--- src/rtl/segx_pkg.sv ---
package segx_pkg;

    typedef enum logic [1:0] {
        CAUSE_NONE   = 2'd0,
        CAUSE_ABSENT = 2'd1,
        CAUSE_RANGE  = 2'd2,
        CAUSE_ACCESS = 2'd3
    } cause_e;

    typedef enum logic [1:0] {
        ACC_READ  = 2'd0,
        ACC_WRITE = 2'd1,
        ACC_EXEC  = 2'd2,
        ACC_RSVD  = 2'd3
    } acc_e;

    typedef struct packed {
        logic ex;
        logic wr;
        logic rd;
    } perm_t;

endpackage

--- src/rtl/segx_desc_table.sv ---
module segx_desc_table
    import segx_pkg::*;
#(
    parameter int N      = 8,
    parameter int BASE_W = 32,
    parameter int LIM_W  = 20,
    parameter int SEL_W  = $clog2(N)
) (
    input  logic              clk,
    input  logic              rst_n,
    input  logic              wr_en,
    input  logic [SEL_W-1:0]  wr_idx,
    input  logic [BASE_W-1:0] wr_base,
    input  logic [LIM_W-1:0]  wr_limit,
    input  perm_t             wr_perm,
    input  logic              wr_present,
    input  logic [SEL_W-1:0]  rd_idx,
    output logic [BASE_W-1:0] rd_base,
    output logic [LIM_W-1:0]  rd_limit,
    output perm_t             rd_perm,
    output logic              rd_present
);

    typedef struct packed {
        logic              present;
        perm_t             perm;
        logic [LIM_W-1:0]  lim;
        logic [BASE_W-1:0] base;
    } ent_t;

    ent_t rows [N];

    for (genvar i = 0; i < N; i++) begin : g_slot
        ent_t ent_d, ent_q;

        always_comb begin
            ent_d = ent_q;
            if (wr_en && (wr_idx == SEL_W'(i))) begin
                ent_d.present = wr_present;
                ent_d.perm    = wr_perm;
                ent_d.lim     = wr_limit;
                ent_d.base    = wr_base;
            end
        end

        always_ff @(posedge clk or negedge rst_n) begin
            if (!rst_n) ent_q <= '0;
            else        ent_q <= ent_d;
        end

        assign rows[i] = ent_q;
    end

    ent_t pick;
    assign pick       = rows[rd_idx];
    assign rd_base    = pick.base;
    assign rd_limit   = pick.lim;
    assign rd_perm    = pick.perm;
    assign rd_present = pick.present;

endmodule

--- src/rtl/segx_eval.sv ---
module segx_eval
    import segx_pkg::*;
#(
    parameter int BASE_W = 32,
    parameter int LIM_W  = 20,
    parameter int OFF_W  = 32,
    parameter int ADDR_W = 32
) (
    input  logic              present,
    input  logic [BASE_W-1:0] base,
    input  logic [LIM_W-1:0]  limit,
    input  perm_t             perm,
    input  logic [1:0]        kind,
    input  logic [OFF_W-1:0]  off,
    output cause_e            cause,
    output logic [ADDR_W-1:0] sum
);

    logic over;
    logic granted;

    always_comb begin
        over = (off > OFF_W'(limit));
        case (kind)
            ACC_READ:  granted = perm.rd;
            ACC_WRITE: granted = perm.wr;
            ACC_EXEC:  granted = perm.ex;
            default:   granted = 1'b0;
        endcase
        if (!present)     cause = CAUSE_ABSENT;
        else if (over)    cause = CAUSE_RANGE;
        else if (!granted) cause = CAUSE_ACCESS;
        else              cause = CAUSE_NONE;
        sum = ADDR_W'(base) + ADDR_W'(off);
    end

endmodule

--- src/rtl/segx_xlate.sv ---
module segx_xlate
    import segx_pkg::*;
#(
    parameter int N      = 8,
    parameter int BASE_W = 32,
    parameter int LIM_W  = 20,
    parameter int OFF_W  = 32,
    parameter int ADDR_W = 32,
    parameter int SEL_W  = $clog2(N)
) (
    input  logic              clk,
    input  logic              rst_n,
    input  logic              cfg_we,
    input  logic [SEL_W-1:0]  cfg_idx,
    input  logic [BASE_W-1:0] cfg_base,
    input  logic [LIM_W-1:0]  cfg_limit,
    input  logic [2:0]        cfg_perm,
    input  logic              cfg_present,
    input  logic              req_valid,
    input  logic [SEL_W-1:0]  req_sel,
    input  logic [1:0]        req_kind,
    input  logic [OFF_W-1:0]  req_off,
    output logic              addr_valid,
    output logic [ADDR_W-1:0] addr_out,
    output logic              fault_pulse,
    output logic [1:0]        fault_cause
);

    typedef struct packed {
        logic              vld;
        logic              flt;
        cause_e            cause;
        logic [ADDR_W-1:0] addr;
    } out_t;

    logic [BASE_W-1:0] d_base;
    logic [LIM_W-1:0]  d_limit;
    perm_t             d_perm;
    logic              d_present;
    cause_e            verdict;
    logic [ADDR_W-1:0] phys;

    segx_desc_table #(
        .N(N), .BASE_W(BASE_W), .LIM_W(LIM_W), .SEL_W(SEL_W)
    ) u_tab (
        .clk        (clk),
        .rst_n      (rst_n),
        .wr_en      (cfg_we),
        .wr_idx     (cfg_idx),
        .wr_base    (cfg_base),
        .wr_limit   (cfg_limit),
        .wr_perm    (perm_t'(cfg_perm)),
        .wr_present (cfg_present),
        .rd_idx     (req_sel),
        .rd_base    (d_base),
        .rd_limit   (d_limit),
        .rd_perm    (d_perm),
        .rd_present (d_present)
    );

    segx_eval #(
        .BASE_W(BASE_W), .LIM_W(LIM_W), .OFF_W(OFF_W), .ADDR_W(ADDR_W)
    ) u_eval (
        .present (d_present),
        .base    (d_base),
        .limit   (d_limit),
        .perm    (d_perm),
        .kind    (req_kind),
        .off     (req_off),
        .cause   (verdict),
        .sum     (phys)
    );

    out_t st_d, st_q;

    always_comb begin
        st_d = '0;
        if (req_valid) begin
            if (verdict == CAUSE_NONE) begin
                st_d.vld  = 1'b1;
                st_d.addr = phys;
            end else begin
                st_d.flt   = 1'b1;
                st_d.cause = verdict;
            end
        end
    end

    always_ff @(posedge clk or negedge rst_n) begin
        if (!rst_n) st_q <= '0;
        else        st_q <= st_d;
    end

    assign addr_valid  = st_q.vld;
    assign addr_out    = st_q.addr;
    assign fault_pulse = st_q.flt;
    assign fault_cause = st_q.cause;

endmodule

--- config.mk ---
export PLATFORM = sky130hd
export DESIGN_NAME = segx_xlate
export DESIGN_NICKNAME = d
export VERILOG_FILES = /design/src/rtl/segx_pkg.sv /design/src/rtl/segx_desc_table.sv /design/src/rtl/segx_eval.sv /design/src/rtl/segx_xlate.sv
export SDC_FILE = /design/constraint.sdc
export NUM_CORES = 1
export LEC_CHECK = 0
export BUFFER_PORTS_ARGS = -buffer_cell sky130_fd_sc_hd__clkbuf_2
export CORE_ASPECT_RATIO = 0.7
export CORE_MARGIN = 1.5
export CORE_UTILIZATION = 45
export DETAILED_ROUTE_END_ITERATION = 8
export PLACE_DENSITY = 0.63
export SLEW_MARGIN = 25
export SYNTH_ARGS = -nofsm -noshare
export SYNTH_HDL_FRONTEND = slang
export SYNTH_SLANG_ARGS = --single-unit
--- constraint.sdc ---
create_clock -name clk -period 10.2 [get_ports clk]
set_clock_uncertainty 0.05 [all_clocks]
set_input_delay 1.02 -clock clk [delete_from_list [all_inputs] [get_ports clk]]
set_output_delay 1.02 -clock clk [all_outputs]
set_load 0.02 [all_outputs]
==> impl_metrics.ini, run 1 <==
[status]
status = completed

[synth]
synthCells = 1518
muxShareOfSynthArea = 0.3563
synth_top_family_by_area = multiplexers
synth-async-reset-ratio = 1.000
synth_compound_area_frac = 0.03151
synthAdderAreaFrac = 0.02863
synth_edf_count = 0
synth_seq_cells = 484
seq_area_frac_synth = 0.5268
synthSimpleGateAreaFrac = 0.02846
synthXorXnorAreaFrac = 0.01067
yosys_warnings = 0
synth_cell_types = 50
post_synth.cell_area_avg_sq_um = 15.15
synth_nets = 1670
synthFlopType = dfrtp_1
synth.cell_area_sq_um = 22990

[global_routing]
antenna_found_initial = 3
grt_max_degree = 123
grt_pass1_wl_mm = 88.04
grt_pass1_vias = 14170
track_usage = 0.2232
gr-total-overflow = 0

[clocking]
numCtsBuffers = 47
cts_resized = 0
cts_tree = built
clkLatencyLatePin_ps = 560
cts.clk_slew.worst_paths_ps = 60
cts_root_buffer = clkbuf_16
cts_max_level = 2
post-cts-setup-buffers = 0
cts_hold_buffers = 0
clock_path_buffers = 3
cts_sinks = 484

[floorplanning]
core_sq_um = 50590
start_util = 0.4544
io_pins = 136
fp-row-count = 69
die_y_um = 192.1
die_w_um = 273.2
die_area_sq_um = 52480

[worst_setup_path]
cpMostUsedCell = a21o_1
crit_type = in -> reg
slowest_stage = buf_4
setup.worst_path.start_class = primary input
arrival_ps = 5830
worstSetupEndpointType = register
cpPeakStageDelay_ps = 740
cp.required_ps = 10580
path_max_fanout = 42
worstPathCellList = clkbuf_8, buf_4, mux4_2, mux2_2, ha_1, fa_1, a21o_1, a2bb2oi_1, a21oi_1, a31oi_1, o311ai_0, a21o_1, a2111oi_0, nor3_1

[timing]
setup_viol = 0
hold_viol_final = 0
fin_setup_tns_ps = 0
worstMarginPinSlew_ps = 975.8
fmax_mhz = 183.3
timing.final.max_slew_violations = 0
whs_ps = 279.5
fin_crit_sh = 0.5348
layout_min_cycle_time_ps = 5455
rsz0062_at_grt = false
slew_headroom = 0.3495

[cells_and_area]
register_area_sq_um = 12110
nNetsFinal = 1788
finalNonFillerCells = 2347
area_growth_pct = 13.48
drive_gt1_frac = 0.5018
final.fill_count = 4281
multi_input_area_sq_um = 10490

[power_and_ir_drop]
power.leakage_nw = 11.34
vdd_ir_drop_max_uv = 126.2
powerDensity_nw_per_um2 = 218.1

[detailed_routing]
drt_wl_total_mm = 56.88
first_iter_violations = 949
first_pass_iters = 5
drc = 0
final_antenna_net_count = 0
wl_per_cell_um = 24.24
vias = 13480
routed_via_density = 5.741

[place]
finalWeightedCongestion = 0.8162
dp_cells = 2260
io_buffers = 135
hpwl_mm = 35.85

[hold_path]
hold_path_class = in -> async

[flow_run]
maxCapViolations = 0
## Yosys cell counts (all sizes together) (2+ instances only)
master	instances	area [sq um]
a211oi	6	45.04
a21o	20	150.1
a21oi	32	160.2
a2bb2oi	3	26.28
a31oi	6	37.54
a41oi	2	17.52
and2	2	12.51
and3	6	37.54
and4	3	26.28
buf	19	120.1
clkbuf	71	266.5
dfrtp	484	12110
ha	51	638.1
inv	5	18.76
mux2	481	5416
mux2i	23	230.2
mux4	113	2545
nand2	23	86.33
nand2b	6	40.04
nand3	5	25.02
nand4	8	50.05
nand4b	3	26.28
nor2	46	172.7
nor2b	8	50.05
nor3	11	55.05
nor3b	3	22.52
nor4	3	18.77
o211a	2	20.02
o211ai	4	30.03
o21a	11	82.58
o21ai	14	70.07
o31ai	3	22.52
or2	3	18.77
or3	2	12.51
xnor2	18	157.7
xor2	10	87.58
## cells in the final DEF (no fill, tap or decap), types with 3 or more instances in the layout
cell type,netlist,final
nand2b_1,5,5
nor3_1,11,9
nand4b_1,3,3
o21ai_0,14,14
clkbuf_2,0,131
and3_1,6,6
a211oi_1,6,6
a21oi_1,32,32
clkbuf_8,0,9
mux2_2,481,481
clkbuf_1,71,7
clkinv_2,0,7
a21o_1,20,20
o31ai_1,3,3
mux4_2,113,113
nand2_1,23,23
clkbuf_16,0,49
ha_1,51,51
xor2_1,10,10
bufinv_16,0,9
mux2i_1,23,23
xnor2_1,18,18
inv_1,4,4
nor2_1,46,46
nand3_1,5,5
and4_1,3,3
nor4_1,3,3
nand4_1,8,8
a31oi_1,6,6
o211ai_1,4,4
clkinvlp_4,0,5
nor2b_1,8,8
dfrtp_1,484,484
buf_4,1,21
a2bb2oi_1,3,3
buf_6,5,4
o21a_1,11,11
## path summary, 6_finish.rpt
path	cells after the start	end	slack, ps	startpoint
worst max-delay path	14	addr_out[28]	4750	req_sel[0]
worst min-delay path	1	u_tab.g_slot[6].ent_q[5]	280	rst_n
worst max register to register	12	addr_out[28]	6140	u_tab.g_slot[6].ent_q[0]
worst min register to register	1	u_tab.g_slot[6].ent_q[25]	450	u_tab.g_slot[6].ent_q[25]
max in group asynchronous	3	u_tab.g_slot[2].ent_q[25]	7780	rst_n
min in group clk	1	u_tab.g_slot[6].ent_q[25]	450	u_tab.g_slot[6].ent_q[25]
## kinds of logic after synthesis
group | count (synthesis)
buffers and inverters | 95
xor gates and xnor gates | 28
muxes | 617
and+or+nand+nor | 132
DFF | 484
adders and majority gates | 52
AOI/OAI and AO/OA | 110
## metrics by stage
step,area [sq um],utilization,worst slack (ps),total power [mW]
detailed placement,24340,0.4812,4148,3.807
CTS,26050,0.5149,4735,5.738
floorplan,22990,-,5057,3.434
finish,26090,0.5157,4745,5.691
global route,26090,0.5157,4313,5.981
global placement,24340,0.4811,4199,3.760
## power breakdown
| part | internal, mW | leakage (nW) | switching (mW) |
|---|---|---|---|
| Sequential | 2.31 | 5.88 | 0.187 |
| Clock | 1.16 | 0.825 | 0.751 |
| Combinational | 0.711 | 4.64 | 0.567 |
## worst max-delay path: cells and delay by family
kind	cells	cell delay, ps
AOI/OAI and AO/OA	7	2050
adders and majority gates	2	640
and+or+nand+nor	1	80
buffers and inverters	2	1080
muxes	2	870
## final cells by class
class / count / area share
inverter: 5 / 0.0007194
timing repair buffer: 159 / 0.03506
clock inverter: 21 / 0.01314
antenna: 1 / 0.00009591
multi-input combinational: 939 / 0.4022
sequential: 484 / 0.4642
tap: 674 / 0.03232
clock buffer: 64 / 0.05223
## state kept, by name (all words and copies together) (netlist names)
register / flops
u_tab.g_slot.ent_q: 448
fault_pulse: 1
addr_valid: 1
addr_out: 32
fault_cause: 2
## metal layers
layer,up-vias,track usage,share of wire
met3,88,0.03913,0.046
met5,-,0,0.00040
li1,5945,-,-
met1,7164,0.3281,0.48
met4,4,0.05844,0.023
met2,274,0.3426,0.45
Note: power is estimated with default switching activity, not from simulation.
==> run 2, diff against run 1 <==
==> constraint.sdc (replaced) <==
create_clock -name clk -period 5.35 [get_ports clk]
set_clock_uncertainty 0.05 [all_clocks]
set_input_delay 0.535 -clock clk [delete_from_list [all_inputs] [get_ports clk]]
set_output_delay 0.535 -clock clk [all_outputs]
set_load 0.02 [all_outputs]
==> run 2 against run 1 <==
Register-to-register slack worse by 4800 ps; flip-flop and latch count is the same; total power rose by 87%; critical path type unchanged; non-clock buffer count grew 12; via count up 0.74%; sequential share of layout area about the same; critical endpoint unchanged; highest routed layer unchanged; die area did not move.
==> impl_metrics.ini, run 2 (synthesis gave the netlist of run 1 again) <==
[cells_and_area]
fin_area_sq_um = 26100
finalNonFillerCells = 2355
finish.utilization = 0.5160
drive_gt1_frac = 0.5000
nNetsFinal = 1801
area_growth_pct = 13.53
regMostFlops = u_tab.g_slot.ent_q
final.fill_count = 4272
largest_reg_flops = 448
mostFrequentLayoutCell = dfrtp_1
layout_common_cells = dfrtp_1 (484), mux2_2 (481), clkbuf_2 (131)

[detailed_routing]
vias = 13580
drt_wl_total_mm = 57.29
first_iter_violations = 942
first_pass_iters = 5
final_antenna_net_count = 0
wl_per_cell_um = 24.33
routed_via_density = 5.764
drc = 0

[timing]
whs_ps = 1.194
fin_crit_sh = 0.7715
rsz0062_at_grt = false
worstMarginPinSlew_ps = 1051
fmax_mhz = 242.3
hold_viol_final = 0
layout_min_cycle_time_ps = 4128
slew_headroom = 0.2991
fin_setup_tns_ps = 0
setup_viol = 0
timing.final.max_slew_violations = 0

[worst_setup_path]
cpMostUsedCell = a21o_1
cp_num_buf_inv = 2
path_max_fanout = 25
cp.required_ps = 5710
crit_type = in -> reg
setup.worst_path.start_class = primary input
cp-startpoint = req_sel[0]
rr_worst_depth = 12
slowest_stage = mux4_2
cpPeakStageDelay_ps = 520
arrival_ps = 4490
r2r-start = u_tab.g_slot[7].ent_q[0]
worstSetupEndpointType = register
path_depth = 13
rr_endpoint = addr_out[28]
endpoint = addr_out[28]
rrSetupSlack_ps = 1310
crit_family = compound AO/OA/AOI/OAI gates
worstPathCellList = clkbuf_8, buf_4, mux4_2, mux2_2, ha_1, a21o_1, a2bb2oi_1, a21oi_1, a31oi_1, o311ai_0, a21o_1, a2111oi_0, nor3_1

[global_routing]
grt_max_degree = 145
grt_pass1_wl_mm = 89.12
track_usage = 0.2247
gr-total-overflow = 0
antenna_found_initial = 3
grt_pass1_vias = 14390

[clocking]
cts_tree = built
cts_resized = 0
cts_root_buffer = clkbuf_16
post-cts-setup-buffers = 0
clkLatencyLatePin_ps = 570
cts_max_level = 2
clock_path_buffers = 3
cts_sinks = 484
cts_hold_buffers = 0
cts.clk_slew.worst_paths_ps = 60
numCtsBuffers = 48

[floorplanning]
io_pins = 136
core_sq_um = 50590
die_area_sq_um = 52480
fp-row-count = 69
die_y_um = 192.1
die_w_um = 273.2
start_util = 0.4544

[flow_run]
maxCapViolations = 0

[status]
status = completed

[place]
placed_area_sq_um = 24500
dp_cells = 2273
finalWeightedCongestion = 0.8459
io_buffers = 135
hpwl_mm = 37.33

[hold_path]
hold_path_class = in -> async

[power_and_ir_drop]
power.leakage_nw = 11.37
powerDensity_nw_per_um2 = 407.8
vdd_ir_drop_max_uv = 238.1
==> run 2: changes by cell type in the layout (fill, tap and decap cells not counted), sizes merged <==
cell / before / now
buf: 27 / 39
bufinv: 9 / 5
clkbuf: 196 / 204
clkinv: 7 / 4
clkinvlp: 5 / 0
==> run 2: area by class of cell <==
| type | count | area [sq um] | share of cell area |
|---|---|---|---|
| sequential | 484 | 12110 | 0.4640 |
| multi-input combinational | 939 | 10510 | 0.4025 |
| clock buffer | 72 | 1403 | 0.05373 |
| timing repair buffer | 171 | 1032 | 0.03955 |
| tap | 674 | 843.3 | 0.03231 |
| clock inverter | 9 | 185.2 | 0.007094 |
| inverter | 5 | 18.77 | 0.0007190 |
| antenna | 1 | 2.502 | 0.00009587 |
==> run 2: how the worst min path moves through the flow <==
stage | endpoint | startpoint | cells after the start
2_1_floorplan | addr_out[0] | rst_n | 0
3_3_place_gp | u_tab.g_slot[6].ent_q[24] | u_tab.g_slot[6].ent_q[24] | 1
3_5_place_dp | u_tab.g_slot[7].ent_q[53] | u_tab.g_slot[7].ent_q[53] | 1
4_1_cts | u_tab.g_slot[2].ent_q[42] | rst_n | 1
5_1_grt | u_tab.g_slot[2].ent_q[42] | rst_n | 1
6_report | u_tab.g_slot[0].ent_q[42] | rst_n | 1
==> run 2: metal layers <==
layer	global-route usage	routed length, um	up-vias
li1	-	-	5980
met2	0.3587	27130	235
met5	0	13	-
met1	0.3320	27380	7299
met4	0.03655	706	2
met3	0.03188	2058	59
==> run 2: stage by stage <==
stage	total power [mW]	worst slack, ps
finish	10.64	1222
global route	11.20	845.2
CTS	10.73	1260
detailed placement	7.261	681.3
global placement	7.157	699.7
floorplan	6.547	691.8
==> run 2: power breakdown <==
group | switching, mW | internal [mW] | leakage, nW
Sequential | 0.364 | 4.41 | 5.88
Clock | 1.40 | 2.04 | 0.775
Combinational | 1.07 | 1.36 | 4.72
